$ cat src/rtl/lbp_pkg.sv
package lbp_pkg;
  typedef enum logic [1:0] {
    ST_IDLE = 2'd0,
    ST_WR   = 2'd1,
    ST_RD   = 2'd2
  } lbp_state_e;
endpackage

$ cat src/rtl/lbp_rst_sync.sv
module lbp_rst_sync #(
  parameter int STAGES = 2
) (
  input  logic clk,
  input  logic rst_n,
  output logic rst_sync_n
);
  logic [STAGES-1:0] sync_q;

  always_ff @(posedge clk or negedge rst_n) begin
    if (!rst_n) sync_q <= '0;
    else        sync_q <= {sync_q[STAGES-2:0], 1'b1};
  end

  assign rst_sync_n = sync_q[STAGES-1];
endmodule

$ cat src/rtl/lbp_par_unit.sv
module lbp_par_unit #(
  parameter int DW = 6
) (
  input  logic [DW:0]   chk_char,
  output logic          chk_ok,
  input  logic [DW-1:0] gen_word,
  output logic [DW:0]   gen_char
);
  // odd parity: total ones across data and parity bit is odd
  assign chk_ok   = ^chk_char;
  assign gen_char = {~(^gen_word), gen_word};
endmodule

$ cat src/rtl/lbp_lrc_acc.sv
module lbp_lrc_acc #(
  parameter int DW = 6
) (
  input  logic          clk,
  input  logic          rst_n,
  input  logic          clr,
  input  logic          acc_en,
  input  logic [DW-1:0] din,
  input  logic [DW-1:0] trail_word,
  output logic [DW-1:0] lrc_q,
  output logic          lrc_ok
);
  logic [DW-1:0] lrc_d;

  always_comb begin
    lrc_d = lrc_q;
    if (clr)         lrc_d = '0;
    else if (acc_en) lrc_d = lrc_q ^ din;
  end

  always_ff @(posedge clk or negedge rst_n) begin
    if (!rst_n)               lrc_q <= '0;
    else if (clr || acc_en)   lrc_q <= lrc_d;
  end

  assign lrc_ok = ((lrc_q ^ trail_word) == '0);
endmodule

$ cat src/rtl/lbp_ctrl.sv
module lbp_ctrl
  import lbp_pkg::*;
#(
  parameter int LEN_W = 10
) (
  input  logic             clk,
  input  logic             rst_n,
  input  logic             start,
  input  logic             dir_rd,
  input  logic [LEN_W-1:0] blk_len,
  input  logic             ovr_en,
  input  logic             in_valid,
  input  logic             in_ok,
  input  logic             rd_valid,
  input  logic             lrc_ok,
  output logic             clr,
  output logic             acc_en,
  output logic             wr_data_en,
  output logic             wr_trail_en,
  output logic             rd_data_en,
  output logic             finish,
  output logic             char_bad,
  output logic             lrc_bad,
  output logic             busy,
  output logic             rd_mode
);
  lbp_state_e       state_q, state_d;
  logic [LEN_W-1:0] cnt_q, cnt_d;
  logic             cnt_zero;

  assign cnt_zero = (cnt_q == '0);

  always_comb begin
    state_d     = state_q;
    cnt_d       = cnt_q;
    clr         = 1'b0;
    acc_en      = 1'b0;
    wr_data_en  = 1'b0;
    wr_trail_en = 1'b0;
    rd_data_en  = 1'b0;
    finish      = 1'b0;
    char_bad    = 1'b0;
    lrc_bad     = 1'b0;
    case (state_q)
      ST_IDLE: begin
        if (start) begin
          clr     = 1'b1;
          cnt_d   = blk_len;
          state_d = dir_rd ? ST_RD : ST_WR;
        end
      end
      ST_WR: begin
        if (cnt_zero) begin
          wr_trail_en = 1'b1;
          finish      = 1'b1;
          state_d     = ST_IDLE;
        end else if (in_valid) begin
          char_bad = !in_ok;
          if (in_ok || ovr_en) begin
            acc_en     = 1'b1;
            wr_data_en = 1'b1;
            cnt_d      = cnt_q - LEN_W'(1);
          end else begin
            finish  = 1'b1;
            state_d = ST_IDLE;
          end
        end
      end
      ST_RD: begin
        if (rd_valid) begin
          if (!cnt_zero) begin
            acc_en     = 1'b1;
            rd_data_en = 1'b1;
            cnt_d      = cnt_q - LEN_W'(1);
          end else begin
            lrc_bad = !lrc_ok;
            finish  = 1'b1;
            state_d = ST_IDLE;
          end
        end
      end
      default: state_d = ST_IDLE;
    endcase
  end

  always_ff @(posedge clk or negedge rst_n) begin
    if (!rst_n) begin
      state_q <= ST_IDLE;
      cnt_q   <= '0;
    end else begin
      state_q <= state_d;
      if (cnt_d != cnt_q) cnt_q <= cnt_d;
    end
  end

  assign busy    = (state_q != ST_IDLE);
  assign rd_mode = (state_q == ST_RD);
endmodule

$ cat src/rtl/blk_parity_bridge.sv
module blk_parity_bridge #(
  parameter int DW    = 6,
  parameter int LEN_W = 10
) (
  input  logic             clk,
  input  logic             rst_n,
  input  logic             start,
  input  logic             dir_rd,
  input  logic [LEN_W-1:0] blk_len,
  input  logic             ovr_en,
  input  logic             in_valid,
  input  logic [DW:0]      in_char,
  output logic             wr_valid,
  output logic [DW-1:0]    wr_word,
  input  logic             rd_valid,
  input  logic [DW-1:0]    rd_word,
  output logic             out_valid,
  output logic [DW:0]      out_char,
  output logic             busy,
  output logic             done,
  output logic             err_irq,
  output logic             char_err,
  output logic             lrc_err
);
  logic          rst_i_n;
  logic          in_ok, lrc_ok;
  logic [DW:0]   gen_char;
  logic [DW-1:0] lrc_q, acc_din;
  logic          clr, acc_en, wr_data_en, wr_trail_en, rd_data_en;
  logic          finish, char_bad, lrc_bad, rd_mode;

  logic          wr_valid_d, out_valid_d, done_d, err_irq_d;
  logic          char_err_d, lrc_err_d;
  logic [DW-1:0] wr_word_d;
  logic [DW:0]   out_char_d;

  lbp_rst_sync #(.STAGES(2)) u_rst (
    .clk(clk), .rst_n(rst_n), .rst_sync_n(rst_i_n)
  );

  lbp_par_unit #(.DW(DW)) u_par (
    .chk_char(in_char), .chk_ok(in_ok),
    .gen_word(rd_word), .gen_char(gen_char)
  );

  assign acc_din = rd_mode ? rd_word : in_char[DW-1:0];

  lbp_lrc_acc #(.DW(DW)) u_lrc (
    .clk(clk), .rst_n(rst_i_n), .clr(clr), .acc_en(acc_en),
    .din(acc_din), .trail_word(rd_word), .lrc_q(lrc_q), .lrc_ok(lrc_ok)
  );

  lbp_ctrl #(.LEN_W(LEN_W)) u_ctrl (
    .clk(clk), .rst_n(rst_i_n), .start(start), .dir_rd(dir_rd),
    .blk_len(blk_len), .ovr_en(ovr_en), .in_valid(in_valid),
    .in_ok(in_ok), .rd_valid(rd_valid), .lrc_ok(lrc_ok),
    .clr(clr), .acc_en(acc_en), .wr_data_en(wr_data_en),
    .wr_trail_en(wr_trail_en), .rd_data_en(rd_data_en),
    .finish(finish), .char_bad(char_bad), .lrc_bad(lrc_bad),
    .busy(busy), .rd_mode(rd_mode)
  );

  always_comb begin
    wr_valid_d  = wr_data_en || wr_trail_en;
    wr_word_d   = wr_trail_en ? lrc_q : in_char[DW-1:0];
    out_valid_d = rd_data_en;
    out_char_d  = rd_data_en ? gen_char : out_char;
    done_d      = finish;
    err_irq_d   = char_bad || lrc_bad;
    char_err_d  = clr ? 1'b0 : (char_err || char_bad);
    lrc_err_d   = clr ? 1'b0 : (lrc_err || lrc_bad);
  end

  always_ff @(posedge clk or negedge rst_i_n) begin
    if (!rst_i_n) begin
      wr_valid  <= 1'b0;
      wr_word   <= '0;
      out_valid <= 1'b0;
      out_char  <= '0;
      done      <= 1'b0;
      err_irq   <= 1'b0;
      char_err  <= 1'b0;
      lrc_err   <= 1'b0;
    end else begin
      wr_valid  <= wr_valid_d;
      if (wr_valid_d) wr_word <= wr_word_d;
      out_valid <= out_valid_d;
      out_char  <= out_char_d;
      done      <= done_d;
      err_irq   <= err_irq_d;
      char_err  <= char_err_d;
      lrc_err   <= lrc_err_d;
    end
  end
endmodule

$ cat config.mk
export PLATFORM = sky130hd
export DESIGN_NAME = blk_parity_bridge
export DESIGN_NICKNAME = d
export VERILOG_FILES = /design/src/rtl/lbp_pkg.sv /design/src/rtl/lbp_rst_sync.sv /design/src/rtl/lbp_par_unit.sv /design/src/rtl/lbp_lrc_acc.sv /design/src/rtl/lbp_ctrl.sv /design/src/rtl/blk_parity_bridge.sv
export SDC_FILE = /design/constraint.sdc
export NUM_CORES = 1
export LEC_CHECK = 0
export CAP_MARGIN = 0
export CORE_ASPECT_RATIO = 0.9
export CORE_UTILIZATION = 55
export DETAILED_ROUTE_END_ITERATION = 7
export GPL_TIMING_DRIVEN = 0
export PLACE_DENSITY = 0.85
export SLEW_MARGIN = 40
export SYNTH_ARGS = -nofsm -noshare
export SYNTH_HDL_FRONTEND = slang
export SYNTH_HIERARCHICAL = 1
export SYNTH_SLANG_ARGS = --single-unit
$ cat constraint.sdc
create_clock -name clk -period 2.3 [get_ports clk]
set_clock_uncertainty 0.1 [all_clocks]
set_input_delay 0.575 -clock clk [delete_from_list [all_inputs] [get_ports clk]]
set_output_delay 0.575 -clock clk [all_outputs]
set_load 0.01 [all_outputs]
=== Word-level counts from Yosys, hierarchy flattened ===
Index checks and enable logic that the tools add are counted.

* Register bits after elaboration: 39
* Output and inout port bits: 20
* Word-level logic and storage cells: 85

* Add/subtract/negate cells: 1
* Equal/unequal tests: 8
* Muxes and demuxes: 44
* Bitwise operators: 3
* Reductions and logical operators: 17

{| class="wikitable"
|+ Operators by type and width
! kind !! number
|-
| $mux W10 || 6
|-
| $pmux W10 S3 || 1
|-
| $mux W6 || 4
|-
| $mux W1 || 23
|-
| $mux W2 || 7
|-
| $xor A6 B6 Y6 || 2
|-
| $logic_not A10 Y1 || 1
|-
| $ne A10 B10 Y1 || 1
|-
| $sub A10 B1 Y10 const B || 1
|-
| $reduce_xor A7 Y1 || 1
|-
| $logic_not A6 Y1 || 1
|-
| $logic_or A1 B1 Y1 || 6
|-
| $ne A3 B2 Y1 const B || 2
|-
| $pmux W2 S3 || 1
|-
| $reduce_xor A6 Y1 || 1
|-
| $reduce_and A5 Y1 || 1
|-
| $ne A2 B2 Y1 const B || 2
|-
| $pmux W1 S2 || 2
|-
| $reduce_bool A2 Y1 || 2
|-
| $eq A2 B1 Y1 const B || 1
|-
| $eq A2 B2 Y1 const B || 1
|-
| $logic_not A1 Y1 || 2
|-
| $logic_not A2 Y1 || 1
|-
| $ne A2 B1 Y1 const B || 1
|-
| 2 further kinds || 2
|}

=== Logic depth before layout (Yosys ltp) ===
* Depth in word-level cells: 8
* Mapped depth: 10

=== Cells and area by module ===
Netlist, hierarchy kept.

{| class="wikitable"
|+ Modules (own cells, without submodules)
! module !! times used !! cells each !! area each (um^2)
|-
| lbp_ctrl || 1 || 159 || 1,237.4
|-
| blk_parity_bridge || 1 || 60 || 849.6
|-
| lbp_lrc_acc || 1 || 32 || 316.6
|-
| lbp_par_unit || 1 || 14 || 156.4
|-
| lbp_rst_sync || 1 || 3 || 53.8
|}

=== Worst setup path before layout ===
No wires, ideal clock.

* Path type: register -> register
* From: register u_ctrl.cnt_q[1]
* To: register wr_valid
* Library setup time: 0.127 ns
* Arrival: 2.172 ns
* Path slack: -0.100 ns
* Cell stages (with the launch flop): 10
* Buffers on the path: 2
* Clock period less this slack: 2.400 ns
* Cells stage by stage: dfrtp_1 inv_1 ha_1 or4b_4 or4_4 buf_6 nand2_4 nor2_1 buf_6 or2_2

* Cells in the longest elaborated chain, start to end: 4
* Elaborated cells between the ends (all ways): 6
* Those cells by class: mux: 4; reduce/logical: 2

{| class="wikitable"
|+ RTL lines
! what !! RTL line !! source
|-
| from (decl) || lbp_ctrl.sv:28 || <nowiki>logic [LEN_W-1:0] cnt_q, cnt_d;</nowiki>
|-
| from (signal assigned) || lbp_ctrl.sv:92 || <nowiki>if (cnt_d != cnt_q) cnt_q <= cnt_d;</nowiki>
|-
| $logic_not A10 Y1 || lbp_ctrl.sv:31 || <nowiki>assign cnt_zero = (cnt_q == '0);</nowiki>
|-
| $mux W1 || lbp_ctrl.sv:53 || <nowiki>if (cnt_zero) begin</nowiki>
|-
| $mux W1 || lbp_ctrl.sv:44 || <nowiki>case (state_q)</nowiki>
|-
| named net wr_data_en || blk_parity_bridge.sv:29 || <nowiki>logic clr, acc_en, wr_data_en, wr_trail_en, rd_data_en;</nowiki>
|-
| $logic_or A1 B1 Y1 || blk_parity_bridge.sv:64 || <nowiki>wr_valid_d = wr_data_en || wr_trail_en;</nowiki>
|-
| named net wr_valid_d || blk_parity_bridge.sv:32 || <nowiki>logic wr_valid_d, out_valid_d, done_d, err_irq_d;</nowiki>
|-
| to (signal assigned) || blk_parity_bridge.sv:85 || <nowiki>wr_valid <= wr_valid_d;</nowiki>
|-
| to (decl) || blk_parity_bridge.sv:13 || <nowiki>output logic wr_valid,</nowiki>
|}

The timed path passes the listed nets, and every way through them passes these cells.
A chain may end at the register's enable or synchronous reset.

=== Final worst setup path ===
* From: register u_ctrl.cnt_q[0]
* To: register wr_word[4]

* Cells in the longest elaborated chain, start to end: 4
* Elaborated cells between the ends (all ways): 7
* Those cells by class: mux: 5; reduce/logical: 2

{| class="wikitable"
|+ RTL lines
! what !! RTL line !! source
|-
| $logic_not A10 Y1 * || lbp_ctrl.sv:31 ||
|-
| $mux W1 * || lbp_ctrl.sv:53 ||
|-
| $mux W1 * || lbp_ctrl.sv:44 ||
|-
| named net wr_trail_en || blk_parity_bridge.sv:29 ||
|-
| $mux W6 / $logic_or A1 B1 Y1 (equally long branches) || blk_parity_bridge.sv:65, blk_parity_bridge.sv:64 ||
|-
| to (signal assigned) || blk_parity_bridge.sv:86 || <nowiki>if (wr_valid_d) wr_word <= wr_word_d;</nowiki>
|-
| to (decl) || blk_parity_bridge.sv:14 || <nowiki>output logic [DW-1:0] wr_word,</nowiki>
|}

Mark *: on every way through the listed nets, which the timed path passes. The rest lies on a longest branch.

==> qor.yml <==
outcome:
  status: "finished with violations"
  failed_checks: "setup timing"
cells_and_area:
  layout-drive-gt1-share: 0.326
  nNetsFinal: 388
  seq_area_um2: 978
  fillCellCount: 264
  n_antenna_cell: 0
  multiInputGateArea_um2: 1650
  fin_area_um2: 3700
  area_growth_pct: 41.6
grt:
  grt_pass1_wl_mm: 12.0
  grt_pass1_vias: 2494
  grt_usage: 0.325
  grt_max_degree: 25
  antenna_found_initial: 0
  grt_overflow: 0
sta:
  slew_viol_final: 0
  max_slew_margin: 0.526
  rsz0062_at_grt: "yes"
  setup_ws_ps: -131
  fin_crit_ps: 2430
  finalHoldViolations: 0
  final-setup-viol-count: 31
  max_freq_mhz: 411
  finalCritPeriodShare: 1.06
  worstMarginPinSlew_ps: 710
worst_setup_path:
  crit_path_end: "wr_word[4]$_DFFE_PN0P_"
  cpMaxStageDelayCell: "or4_4"
  path_class: "register to register"
  startpoint_type: "register"
  critPathMaxStageDelay_ps: 520
  critPathArrivalTime_ps: 2570
  path_cells: "inv_2 -> ha_4 -> or4b_4 -> or4_4 -> buf_4 -> nor2_4 -> buf_6 -> nand2_1 -> o21ai_1"
  startpoint: "u_ctrl/cnt_q[0]$_DFFE_PN0P_"
  reg2reg_from: "u_ctrl/cnt_q[0]$_DFFE_PN0P_"
  required_ps: 2430
  reg2reg_to: "wr_word[4]$_DFFE_PN0P_"
  crit_fanout: 10
  critPathCaptureType: "register"
  rr_worst_depth: 9
  r2r_slack_ps: -130
synth:
  syn_area_um2: 2610
  synth_edf_count: 0
  synth.area.top_cells: "dfrtp_1, mux2_4, mux2i_1"
  postSynthCellCount: 268
  ys_top_cells_by_count: "dfrtp_1, nor2_1, nand2_1"
  synth_warnings: 6
  synth_cell_type_count: 56
  synthFlopType: "dfrtp_1"
  async_flop_share: 1.00
  synth.most_common_cell: "dfrtp_1"
  ys_seq_area_frac: 0.373
  syn_avg_cell_area_um2: 9.75
  yosys.area.top_type_share: 0.373
  post-synth-top-area-cell: "dfrtp_1"
  synth-seq-cells: 39
  syn_nets: 304
placement:
  gp_congestion: 0.950
  port_buffers: 47
  pre_cts_slack_ps: -889
  post_dp_cell_area_um2: 3210
  dp_hpwl_mm: 5.09
cts:
  cts_tree: "built"
  clk_latency_ps: 320
  clock-sinks: 39
  cts_buffer_depth: 2
  cts_hold_buf: 0
  cts_root_buffer: "clkbuf_8"
  cts.clk_slew.worst_paths_ps: 100
  cts_buffers: 5
  htree_levels: 2
min_path:
  hold_class: "register to asynchronous set/reset pin"
floorplanning:
  start_util: 0.579
  die_area_um2: 5030
  rows: 23
  core_area_um2: 4520
  num_io_pins: 50
  die_w_um: 74.7
  dieHeight_um: 67.4
drt:
  drc: 0
  ant_nets: 0
  wl_mm: 8.77
  num_vias: 2638
  dr.pass1.iters: 7
  wl_per_cell_um: 21.1
  drtIter0Drc: 333
  vias_per_cell: 6.36
power:
  powerDensity_nw_per_um2: 1250
  power.leakage_nw: 1.59
  power_mw: 4.63
  ir_drop_mv: 0.856
run:
  drv_cap: 0
## cell families after synthesis
family / share of synthesized area
AOI/OAI and AO/OA: 0.154
buffers and inverters: 0.0637
adders and majority gates: 0.0287
and+or+nand+nor: 0.179
DFF: 0.373
muxes: 0.117
xor gates and xnor gates: 0.0828
other: 0.00143
## layout by cell type, fill, tap and decap left out, types with 3 or more instances in the layout
master,count
a31oi_1,3
nor4_1,4
buf_2,3
ha_4,3
nand3_1,3
ha_1,3
nand3b_1,4
o21ai_1,9
o211ai_1,3
buf_6,7
nor2_1,19
mux2_4,13
clkbuf_8,5
nor3_2,3
nor3_1,4
or3_1,3
clkbuf_1,5
inv_1,7
xnor2_1,7
nand2_2,6
nor2_2,4
xor2_1,9
a21oi_1,7
mux2i_1,10
buf_4,35
nand2_1,16
clkdlybuf4s50_1,39
clkbuf_2,3
o21ai_0,11
dfrtp_1,37
## critical path, delay by kind of cell (launching register included)
family	cells	cell delay, ps
compound gates	1	90
fa+ha+maj	1	130
buf+inv	3	430
flops	1	410
simple gates	4	1170
## power breakdown
| part | switching [mW] | internal (mW) |
|---|---|---|
| Sequential | 0.254 | 0.980 |
| Clock | 0.290 | 0.324 |
| Combinational | 1.39 | 1.39 |
## flip-flops by register name, summed over array words and instances (netlist names)
| name | flops |
|---|---|
| wr_word | 6 |
| out_valid | 1 |
| lrc_err | 1 |
| wr_valid | 1 |
| done | 1 |
| err_irq | 1 |
| char_err | 1 |
| u_lrc/lrc_q | 6 |
| u_rst/sync_q | 2 |
| u_ctrl/cnt_q | 10 |
| out_char | 7 |
| u_ctrl/state_q | 2 |
## metal layers
layer | vias to the layer above | share of wire | track usage
met1 | 1266 | 0.39 | 0.422
met2 | 198 | 0.47 | 0.530
li1 | 1126 | - | -
met4 | 0 | 0.039 | 0.127
met3 | 48 | 0.098 | 0.0701
met5 | - | 0 | 0
## cell type report
type,count,area share
Buffer,17,0.0304
Clock buffer,5,0.0186
Clock inverter,3,0.0118
Inverter,10,0.0108
Multi-Input combinational cell,200,0.447
Sequential cell,39,0.264
Tap cell,62,0.0210
Timing Repair Buffer,79,0.196
## repair_timing
| action | in CTS | in global routing |
|---|---|---|
| setup buffers | 22 | 9 |
| resized for setup | 51 | 25 |
| pin swaps | 12 | 13 |
| setup endpoints to repair | 35 | 36 |
## worst min path at each step
stage	end	cells after the start	startpoint	slack, ps
detailed placement	lrc_err$_DFF_PN0_	0	u_rst/sync_q[1]$_DFF_PN0_	70
global route	err_irq$_DFF_PN0_	0	u_rst/sync_q[1]$_DFF_PN0_	80
floorplan	u_rst/sync_q[0]$_DFF_PN0_	0	rst_n	180
CTS	err_irq$_DFF_PN0_	0	u_rst/sync_q[1]$_DFF_PN0_	70
finish	char_err$_DFF_PN0_	0	u_rst/sync_q[1]$_DFF_PN0_	50
global placement	u_rst/sync_q[1]$_DFF_PN0_	0	u_rst/sync_q[0]$_DFF_PN0_	240
## metrics by stage
step	hold WS [ps]	utilization	setup TNS, ps	cells
finish	50.7	0.819	-2470	415
global route	80.6	0.819	-3670	415
CTS	69.2	0.796	-818	407
detailed placement	69.7	0.710	-18450	378
global placement	240	0.705	-18150	377
floorplan	179	-	-507	268
No activity file was read; power rests on OpenSTA's default activity.
